[config.mk]
export PLATFORM = sky130hd
export DESIGN_NAME = pcm_lfs_master
export DESIGN_NICKNAME = d
export VERILOG_FILES = /design/src/rtl/pcm_lfs_pkg.sv /design/src/rtl/pcm_lfs_ctrl.sv /design/src/rtl/pcm_lfs_dp.sv /design/src/rtl/pcm_lfs_master.sv
export SDC_FILE = /design/constraint.sdc
export NUM_CORES = 1
export LEC_CHECK = 0
export BUFFER_PORTS_ARGS = -buffer_cell sky130_fd_sc_hd__buf_2
export CAP_MARGIN = 20
export CORE_UTILIZATION = 60
export CTS_BUF_LIST = sky130_fd_sc_hd__clkbuf_4 sky130_fd_sc_hd__clkbuf_8
export CTS_CLUSTER_DIAMETER = 100
export DETAILED_ROUTE_END_ITERATION = 12
export HOLD_SLACK_MARGIN = 0.15
export PLACE_DENSITY = 0.78
export SLEW_MARGIN = 5
export SYNTH_ARGS = -nofsm -noshare
export SYNTH_HDL_FRONTEND = slang
export SYNTH_SLANG_ARGS = --single-unit
[constraint.sdc]
create_clock -name clk -period 6.6 [get_ports clk]
set_clock_uncertainty 0.1 [all_clocks]
set_input_delay 1.32 -clock clk [delete_from_list [all_inputs] [get_ports clk]]
set_output_delay 1.32 -clock clk [all_outputs]
set_load 0.05 [all_outputs]
[src/rtl/pcm_lfs_pkg.sv]
package pcm_lfs_pkg;

  localparam int DATA_BITS = 16;

  // strobes from the sequencer to the datapath, all one system cycle wide
  typedef struct packed {
    logic loadWord;    // rise that starts bit 0
    logic shiftOut;    // rise that starts bits 1..15
    logic sampleIn;    // fall inside bits 0..15
    logic lastSample;  // fall inside bit 15
  } pcmStrobes_t;

endpackage

[src/rtl/pcm_lfs_ctrl.sv]
module pcm_lfs_ctrl
  import pcm_lfs_pkg::*;
#(
  parameter int SYS_CLK_HZ = 125_000_000,
  parameter int FRAME_BITS = 18,
  parameter int SEL_W      = 3
) (
  input  logic             clk,
  input  logic             rst,
  input  logic [SEL_W-1:0] rateSel,
  output logic             bclkOut,
  output logic             syncOut,
  output logic             oeOut,
  output pcmStrobes_t      strobes
);

  localparam int BASE_HZ   = 128_000;
  localparam int MAX_SHIFT = 4;
  localparam int MAX_HALF  = SYS_CLK_HZ / (2 * BASE_HZ);
  localparam int CNT_W     = $clog2(MAX_HALF + 1);
  localparam int BIT_W     = $clog2(FRAME_BITS + 1);
  localparam int NUM_SEL   = 2 ** SEL_W;
  localparam logic [BIT_W-1:0] LAST_BIT  = BIT_W'(FRAME_BITS - 1);
  localparam logic [BIT_W-1:0] LAST_DATA = BIT_W'(DATA_BITS - 1);

  // half-period table indexed by the select value; high selects saturate
  logic [CNT_W-1:0] halfTable [NUM_SEL];
  for (genvar g = 0; g < NUM_SEL; g++) begin : g_rate
    if (g <= MAX_SHIFT) begin : g_valid
      assign halfTable[g] = CNT_W'(SYS_CLK_HZ / (2 * (BASE_HZ << g)));
    end else begin : g_cap
      assign halfTable[g] = CNT_W'(SYS_CLK_HZ / (2 * (BASE_HZ << MAX_SHIFT)));
    end
  end

  logic [CNT_W-1:0] halfReg;
  logic [CNT_W-1:0] halfCnt;
  logic [BIT_W-1:0] bitCnt;
  logic             bclkR;
  logic             syncR;
  logic             oeR;

  logic tick;
  logic riseTick;
  logic fallTick;
  logic frameEnd;
  logic inData;

  assign tick     = (halfCnt == halfReg - 1'b1);
  assign riseTick = tick && !bclkR;
  assign fallTick = tick && bclkR;
  assign frameEnd = (bitCnt == LAST_BIT);
  assign inData   = (bitCnt <= LAST_DATA);

  assign strobes.loadWord   = riseTick && frameEnd;
  assign strobes.shiftOut   = riseTick && !frameEnd && (bitCnt < LAST_DATA);
  assign strobes.sampleIn   = fallTick && inData;
  assign strobes.lastSample = fallTick && (bitCnt == LAST_DATA);

  always_ff @(posedge clk) begin
    if (rst) begin
      halfReg <= halfTable[rateSel];
      halfCnt <= '0;
      bclkR   <= 1'b0;
      bitCnt  <= LAST_BIT;
      syncR   <= 1'b0;
      oeR     <= 1'b0;
    end else begin
      halfCnt <= tick ? '0 : halfCnt + 1'b1;
      if (tick) begin
        bclkR <= !bclkR;
      end
      if (riseTick) begin
        bitCnt <= frameEnd ? '0 : bitCnt + 1'b1;
        // high for the rises that start bit 0 and bit 1
        syncR  <= frameEnd || (bitCnt == '0);
        if (frameEnd) begin
          oeR     <= 1'b1;
          halfReg <= halfTable[rateSel];
        end
      end
      if (strobes.lastSample) begin
        oeR <= 1'b0;
      end
    end
  end

  assign bclkOut = bclkR;
  assign syncOut = syncR;
  assign oeOut   = oeR;

endmodule

[src/rtl/pcm_lfs_dp.sv]
module pcm_lfs_dp
  import pcm_lfs_pkg::*;
(
  input  logic                 clk,
  input  logic                 rst,
  input  pcmStrobes_t          strobes,
  input  logic [DATA_BITS-1:0] txData,
  input  logic                 txValid,
  input  logic                 rxd,
  output logic                 txd,
  output logic [DATA_BITS-1:0] rxWord,
  output logic                 rxValid,
  output logic                 underrun
);

  logic [DATA_BITS-1:0] txShift;
  logic [DATA_BITS-1:0] rxShift;
  logic [DATA_BITS-1:0] nextWord;
  logic [DATA_BITS-1:0] rxAssembled;

  assign nextWord    = txValid ? txData : '0;
  assign rxAssembled = {rxShift[DATA_BITS-2:0], rxd};

  always_ff @(posedge clk) begin
    if (rst) begin
      txShift  <= '0;
      txd      <= 1'b0;
      underrun <= 1'b0;
      rxShift  <= '0;
      rxWord   <= '0;
      rxValid  <= 1'b0;
    end else begin
      rxValid <= 1'b0;
      if (strobes.loadWord) begin
        txd      <= nextWord[DATA_BITS-1];
        txShift  <= {nextWord[DATA_BITS-2:0], 1'b0};
        underrun <= !txValid;
      end else if (strobes.shiftOut) begin
        txd     <= txShift[DATA_BITS-1];
        txShift <= {txShift[DATA_BITS-2:0], 1'b0};
      end
      if (strobes.sampleIn) begin
        rxShift <= rxAssembled;
      end
      if (strobes.lastSample) begin
        rxWord  <= rxAssembled;
        rxValid <= 1'b1;
      end
    end
  end

endmodule

[src/rtl/pcm_lfs_master.sv]
module pcm_lfs_master
  import pcm_lfs_pkg::*;
#(
  parameter int SYS_CLK_HZ = 125_000_000,
  parameter int FRAME_BITS = 18
) (
  input  logic        clk,
  input  logic        rst,
  input  logic [2:0]  rateSel,
  input  logic [15:0] txData,
  input  logic        txValid,
  output logic        txReady,
  output logic [15:0] rxWord,
  output logic        rxValid,
  output logic        underrun,
  output logic        pcmBclk,
  output logic        pcmSync,
  output logic        pcmTxd,
  output logic        pcmTxOe,
  input  logic        pcmRxd
);

  pcmStrobes_t strobes;

  pcm_lfs_ctrl #(
    .SYS_CLK_HZ(SYS_CLK_HZ),
    .FRAME_BITS(FRAME_BITS),
    .SEL_W     (3)
  ) u_ctrl (
    .clk    (clk),
    .rst    (rst),
    .rateSel(rateSel),
    .bclkOut(pcmBclk),
    .syncOut(pcmSync),
    .oeOut  (pcmTxOe),
    .strobes(strobes)
  );

  pcm_lfs_dp u_dp (
    .clk     (clk),
    .rst     (rst),
    .strobes (strobes),
    .txData  (txData),
    .txValid (txValid),
    .rxd     (pcmRxd),
    .txd     (pcmTxd),
    .rxWord  (rxWord),
    .rxValid (rxValid),
    .underrun(underrun)
  );

  assign txReady = strobes.loadWord;

endmodule

==> impl_metrics.ini, run 1 <==
[run_status]
status = complete, no violations

[timing]
tightest_slew_ns = 1.03
finalCritPeriodShare_pct = 65.0
final.setup.tns_ns = 0
max_freq_mhz = 233
rsz0062_at_grt = no
setup_viol = 0
hold_violations = 0
slew_headroom_pct = 31.0
post-route-min-period_ns = 4.29
final_max_slew_viol_count = 0

[die]
die_y_um = 78.2
start_util_pct = 62.8
num_rows = 27
die_area_mm2 = 0.00611
die_x_um = 78.2
core_mm2 = 0.00554
pin_count = 46

[clock_network]
htree_levels = 3
cts_sinks = 75
cts_buffers = 9
root_buffer = clkbuf_8
cts_tree = yes
cts-resized-gates = 0
cts_buffer_depth = 2
insertion_delay_ns = 0.34
path_clk_slew_ns = 0.08
ctsHoldBuffers = 0
cts_setup_buffers = 0

[global_route]
grt_pass1_vias = 2628
overflow = 0
grt_max_degree = 26
grt_usage_pct = 24.1
antenna_found_initial = 0
grt_first_pass_wirelength_um = 11700

[power_and_ir_drop]
switching_power_w = 0.000205
power_frac_seq_pct = 51.7
power_density_mw_per_mm2 = 233
combPwrFrac_pct = 5.2
p_leak_nw = 1.51
swShare_pct = 22.4
clock_power_share_pct = 43.2
p_int_w = 0.000708
vdd_drop_max_mv = 0.174

[yosys]
ys_seq_area_share_pct = 45.7
synth.mux.area_fraction_pct = 9.24
synth_ff_type = dfxtp_1
synth-edff-count = 9
synth_compound_area_share_pct = 15.8
synth_fa_ha_area_share_pct = 2.16
ys_types = 53
netlist_area_mm2 = 0.00348
synth_cells = 380
async_reset_ff_share_pct = 0
synth-seq-cells = 75
yosysWarnings = 0
synth_xor_area_share_pct = 3.78
synth_area_per_cell_um2 = 9.16
yosys-top-cells-area = dfxtp_1, mux2i_1, edfxtp_1, a21oi_1, nand2_1
yosys.area_share.simple_pct = 17.9
synth.net_count = 409
synth_top_family_by_area = simple AND/OR/NAND/NOR gates
synth_top_area_cell = dfxtp_1
synth_top_area_share_pct = 38.0

[run]
max_cap_viol_count = 0

[worst_setup_path]
critical_path_buf_inv_count = 2
critPathCaptureType = output port
r2r_start = u_ctrl.halfReg[0]
cpMaxStageDelayCell = or4_1
startpoint_type = flop
worstPathMaxFanout = 6
arrival_ns = 2.87
critical_path_class = flop to output port
worstPathCellList = or4_1 -> nor4_1 -> a311oi_2 -> a21oi_1 -> nand3_1 -> inv_1 -> buf_2
startpoint = u_ctrl.halfReg[0]
slowest_delay_ns = 0.60
crit_family = simple AND/OR/NAND/NOR gates
critPathRequiredTime_ns = 5.18

[drt]
ant_nets = 0
wl_per_cell_um = 14.0
drc = 0
routed_wirelength_um = 6880
drtPass1Iterations = 5
vias_per_cell = 5.74
drtIter0Drc = 197
vias = 2820

[finish]
fillCellCount = 440
nets = 443
antenna_cells = 0
drive_gt1_share_pct = 18.4
area_growth_pct = 12.8
finalInstanceArea_mm2 = 0.00392

[min_path]
hold_start = u_dp.rxWord[11]
min_path_type = flop to flop

[placed_design]
place_hpwl_um = 4590
place_congestion = 0.839
placed_cell_area_mm2 = 0.00370
io_buffers = 45
## per-layer routing
layer	GRT usage [%]	part of all wire [%]	vias up	wire (µm)
li1	-	-	1419	-
met1	31.0	48	1321	3290
met2	40.2	46	72	3190
met3	3.84	4.6	8	317
met4	10.2	1.2	0	84
met5	0	0	-	0
## logic make-up (layout without fill, tap and decap cells)
group           count (synthesis)  in the layout
compound gates                 88             88
xor+xnor                       15             15
fa+ha+maj                       6              6
buf+inv                        38             77
flops                          75             75
mux                            32             32
simple gates                  126            126
## cell usage in the layout, fill, tap and decap left out, types with 5 or more instances in the layout
master	count
edfxtp_1	9
nand2_1	59
a21oi_1	50
dfxtp_1	66
xor2_1	7
clkbuf_8	10
xnor2_1	8
nor2_1	17
inv_1	12
buf_2	45
nand3_1	10
a211oi_1	15
mux2i_1	31
ha_1	6
o21ai_0	5
## Yosys cell counts, types with 2 or more instances
| cell type | instances |
|---|---|
| nor4b_1 | 2 |
| nand4_1 | 4 |
| or4_1 | 2 |
| and3_1 | 3 |
| or3_1 | 3 |
| buf_6 | 5 |
| nand3_1 | 10 |
| o21ai_1 | 2 |
| clkbuf_1 | 17 |
| a211oi_2 | 2 |
| dfxtp_1 | 66 |
| mux2i_1 | 31 |
| nand2_1 | 59 |
| a21oi_1 | 50 |
| nor2_1 | 17 |
| o21ai_0 | 5 |
| xnor2_1 | 8 |
| o31ai_1 | 2 |
| ha_1 | 6 |
| buf_2 | 3 |
| inv_1 | 12 |
| and3b_1 | 3 |
| edfxtp_1 | 9 |
| nor4_1 | 2 |
| nor3_1 | 5 |
| xor2_1 | 7 |
| and2_1 | 2 |
| a211oi_1 | 15 |
| nor2b_1 | 4 |
## power by group through the flow
stage	registers [W]	logic (W)	clock network, W
final	0.000472	0.0000472	0.000394
after global routing	0.000473	0.0000532	0.000417
after CTS	0.000472	0.0000475	0.000399
after detailed placement	0.000482	0.0000470	0
after global placement	0.000482	0.0000461	0
after floorplan	0.000481	0.0000348	0
## state kept, by name, indices dropped and copies added, names as in the netlist
name,flops
u_dp.txShift,15
u_ctrl.syncOut,1
u_ctrl.oeOut,1
u_dp.txd,1
u_ctrl.halfCnt,9
u_dp.underrun,1
u_ctrl.bitCnt,5
u_dp.rxShift,15
u_ctrl.bclkOut,1
u_dp.rxWord,16
u_dp.rxValid,1
u_ctrl.halfReg,9
## path summary, 6_finish.rpt
path                           to  slack (ns)  depth (start not counted)
setup / recovery          txReady        2.31                          7
hold / removal    u_dp.rxWord[11]        0.36                          2
setup reg to reg  u_dp.rxWord[15]        3.21                          8
hold reg to reg   u_dp.rxWord[11]        0.36                          2
## final cells by class
| cell class | instances | area [µm²] | share of cell area (%) |
|---|---|---|---|
| flip-flops and latches | 75 | 1590 | 40.6 |
| multi-input cells | 267 | 1720 | 43.8 |
| clock buffers | 10 | 138 | 3.51 |
| inverters | 12 | 45.0 | 1.15 |
| well taps | 72 | 90.1 | 2.30 |
| clock inverters | 6 | 87.6 | 2.23 |
| repair buffers | 49 | 255 | 6.51 |
## worst min-delay path: stages (launching register included)
cell and delay (ns):
dfxtp_1 0.31, nand2_1 0.05, mux2i_1 0.05
## stage by stage
step           cells  utilization, %  setup slack [ns]  hold WS, ns  total power [W]
5_1_grt          491            70.8              2.08        0.383         0.000943
2_1_floorplan    380               -              2.78        0.343         0.000515
6_report         491            70.8              2.31        0.358         0.000913
3_3_place_gp     475            66.8              2.78        0.341         0.000528
4_1_cts          491            70.8              2.31        0.363         0.000918
3_5_place_dp     475            66.8              2.69        0.343         0.000529
Power figures use the tool's default switching activity.
==> run 2: changes to the inputs <==
--- a/config.mk
+++ b/config.mk
@@ -7,12 +7,12 @@
 export LEC_CHECK = 0
 export BUFFER_PORTS_ARGS = -buffer_cell sky130_fd_sc_hd__buf_2
 export CAP_MARGIN = 20
-export CORE_UTILIZATION = 60
+export CORE_UTILIZATION = 54
 export CTS_BUF_LIST = sky130_fd_sc_hd__clkbuf_4 sky130_fd_sc_hd__clkbuf_8
 export CTS_CLUSTER_DIAMETER = 100
 export DETAILED_ROUTE_END_ITERATION = 12
 export HOLD_SLACK_MARGIN = 0.15
-export PLACE_DENSITY = 0.78
+export PLACE_DENSITY = 0.74
 export SLEW_MARGIN = 5
 export SYNTH_ARGS = -nofsm -noshare
 export SYNTH_HDL_FRONTEND = slang
==> constraint.sdc (replaced) <==
create_clock -name clk -period 3.8 [get_ports clk]
set_clock_uncertainty 0.1 [all_clocks]
set_input_delay 0.76 -clock clk [delete_from_list [all_inputs] [get_ports clk]]
set_output_delay 0.76 -clock clk [all_outputs]
set_load 0.05 [all_outputs]
==> impl_metrics.ini, run 2 (synthesized netlist as in run 1, its figures left out) <==
[run_status]
status = complete, no violations

[finish]
top_register = u_dp.rxWord
nets = 447
drive_gt1_share_pct = 19.4
antenna_cells = 0
final_common_cell = dfxtp_1
top_regs = u_dp.rxWord: 16 flops, u_dp.rxShift: 15 flops, u_dp.txShift: 15 flops
area_growth_pct = 13.3
largest_reg_flops = 16
instances_no_fill = 498
fillCellCount = 530
most-common-layout-cells = dfxtp_1, nand2_1, a21oi_1

[timing]
setup_viol = 0
post-route-min-period_ns = 3.57
finalCritPeriodShare_pct = 94.0
hold_violations = 0
final.setup.tns_ns = 0
finalWorstSetupSlack_ns = 0.226
max_freq_mhz = 280
tightest_slew_ns = 0.633
slew_headroom_pct = 57.5
final_max_slew_viol_count = 0
rsz0062_at_grt = no

[global_route]
overflow = 0
grt_usage_pct = 22.3
met3_usage_pct = 3.63
grt_use_met2_pct = 35.8
gr-usage-met1_pct = 30.3
antenna_found_initial = 0
grt_max_degree = 34
gr-max-usage-layer = met2
grt_pass1_vias = 2497
grt_first_pass_wirelength_um = 11600

[worst_setup_path]
worstPathMaxFanout = 6
critPathCaptureType = output port
r2r_start = u_ctrl.halfReg[0]
arrival_ns = 2.71
critPathRequiredTime_ns = 2.94
cpMaxStageDelayCell = or4_1
crit_family = compound AO/OA/AOI/OAI gates
startpoint = u_ctrl.halfReg[0]
worstPathCellList = or4_1 -> o221a_1 -> a311oi_2 -> a21oi_2 -> nand3_1 -> inv_1 -> buf_2
critical_path_buf_inv_count = 2
critical_path_class = flop to output port
slowest_delay_ns = 0.60
startpoint_type = flop

[placed_design]
io_buffers = 45
place_hpwl_um = 4560
dp_worst_setup_slack_ns = 0.463
place_congestion = 0.808
dp_cells = 482

[min_path]
hold_start = u_dp.rxWord[6]
min_path_type = flop to flop

[clock_network]
cts_buffer_depth = 2
ctsHoldBuffers = 0
root_buffer = clkbuf_8
cts_sinks = 75
htree_levels = 3
insertion_delay_ns = 0.33
cts_buffers = 9
path_clk_slew_ns = 0.08
cts_tree = yes

[die]
start_util_pct = 57.4
pin_count = 46
die_x_um = 82.3
die_area_mm2 = 0.00677
core_mm2 = 0.00606
die_y_um = 82.3
num_rows = 28

[drt]
drc = 0
routed_wirelength_um = 7030
ant_nets = 0
vias = 2796
vias_per_cell = 5.61
drtPass1Iterations = 4
wl_per_cell_um = 14.1
drtIter0Drc = 194

[power_and_ir_drop]
power_density_mw_per_mm2 = 385
vdd_drop_max_mv = 0.226
p_leak_nw = 1.50

[run]
max_cap_viol_count = 0
==> run 2: stage by stage <==
| step | total power [W] | cell area [µm²] | util (%) | hold slack [ns] |
|---|---|---|---|---|
| after global placement | 0.000918 | 3730 | 61.6 | 0.340 |
| after CTS | 0.00153 | 3930 | 64.9 | 0.360 |
| after detailed placement | 0.000920 | 3730 | 61.6 | 0.343 |
| after floorplan | 0.000895 | 3480 | - | 0.343 |
| final | 0.00152 | 3940 | 65.0 | 0.360 |
| after global routing | 0.00157 | 3940 | 65.0 | 0.374 |
==> run 2: final timing paths <==
check	slack, ns	cells past startpoint	endpoint
min reg2reg	0.36	2	u_dp.rxWord[6]
max reg2reg	0.75	9	u_dp.txShift[12]
max	0.23	7	txReady
min	0.36	2	u_dp.rxWord[6]
==> run 2: power by group <==
group          switching [W]  total [W]  leakage (nW)  internal, W
clock               0.000306   0.000613        0.0939     0.000307
combinational      0.0000516  0.0000842         0.795    0.0000326
sequential        0.00000990   0.000819         0.615     0.000809
total               0.000367    0.00152          1.50      0.00115
==> run 2: layout make-up <==
cell class	count	area, µm²	area share [%]
Clock buffer	9	124	3.14
Clock inverter	7	75.1	1.90
Inverter	12	45.0	1.14
Multi-Input combinational cell	267	1730	43.8
Sequential cell	75	1590	40.4
Tap cell	75	93.8	2.38
Timing Repair Buffer	53	285	7.24
==> run 2: worst register-to-register path: stages (launching register included) <==
cell	delay, ns
edfxtp_1	0.45
inv_1	0.09
ha_1	0.17
nor3b_2	0.31
a21oi_1	0.11
a311o_1	0.38
or3_1	0.55
nor2_2	0.41
buf_4	0.25
a211oi_1	0.10
==> run 2: what timing repair did <==
action	4_1_cts	5_1_grt
endpoints found under the hold margin	0	0
gates resized for setup	0	2
endpoints found under the setup margin	0	1
setup buffers	0	0
==> run 2: per-layer routing <==
metal	vias up	routed length [µm]
li1	1414	-
met1	1318	3410
met2	62	3320
met3	2	280
met4	0	25
met5	-	0
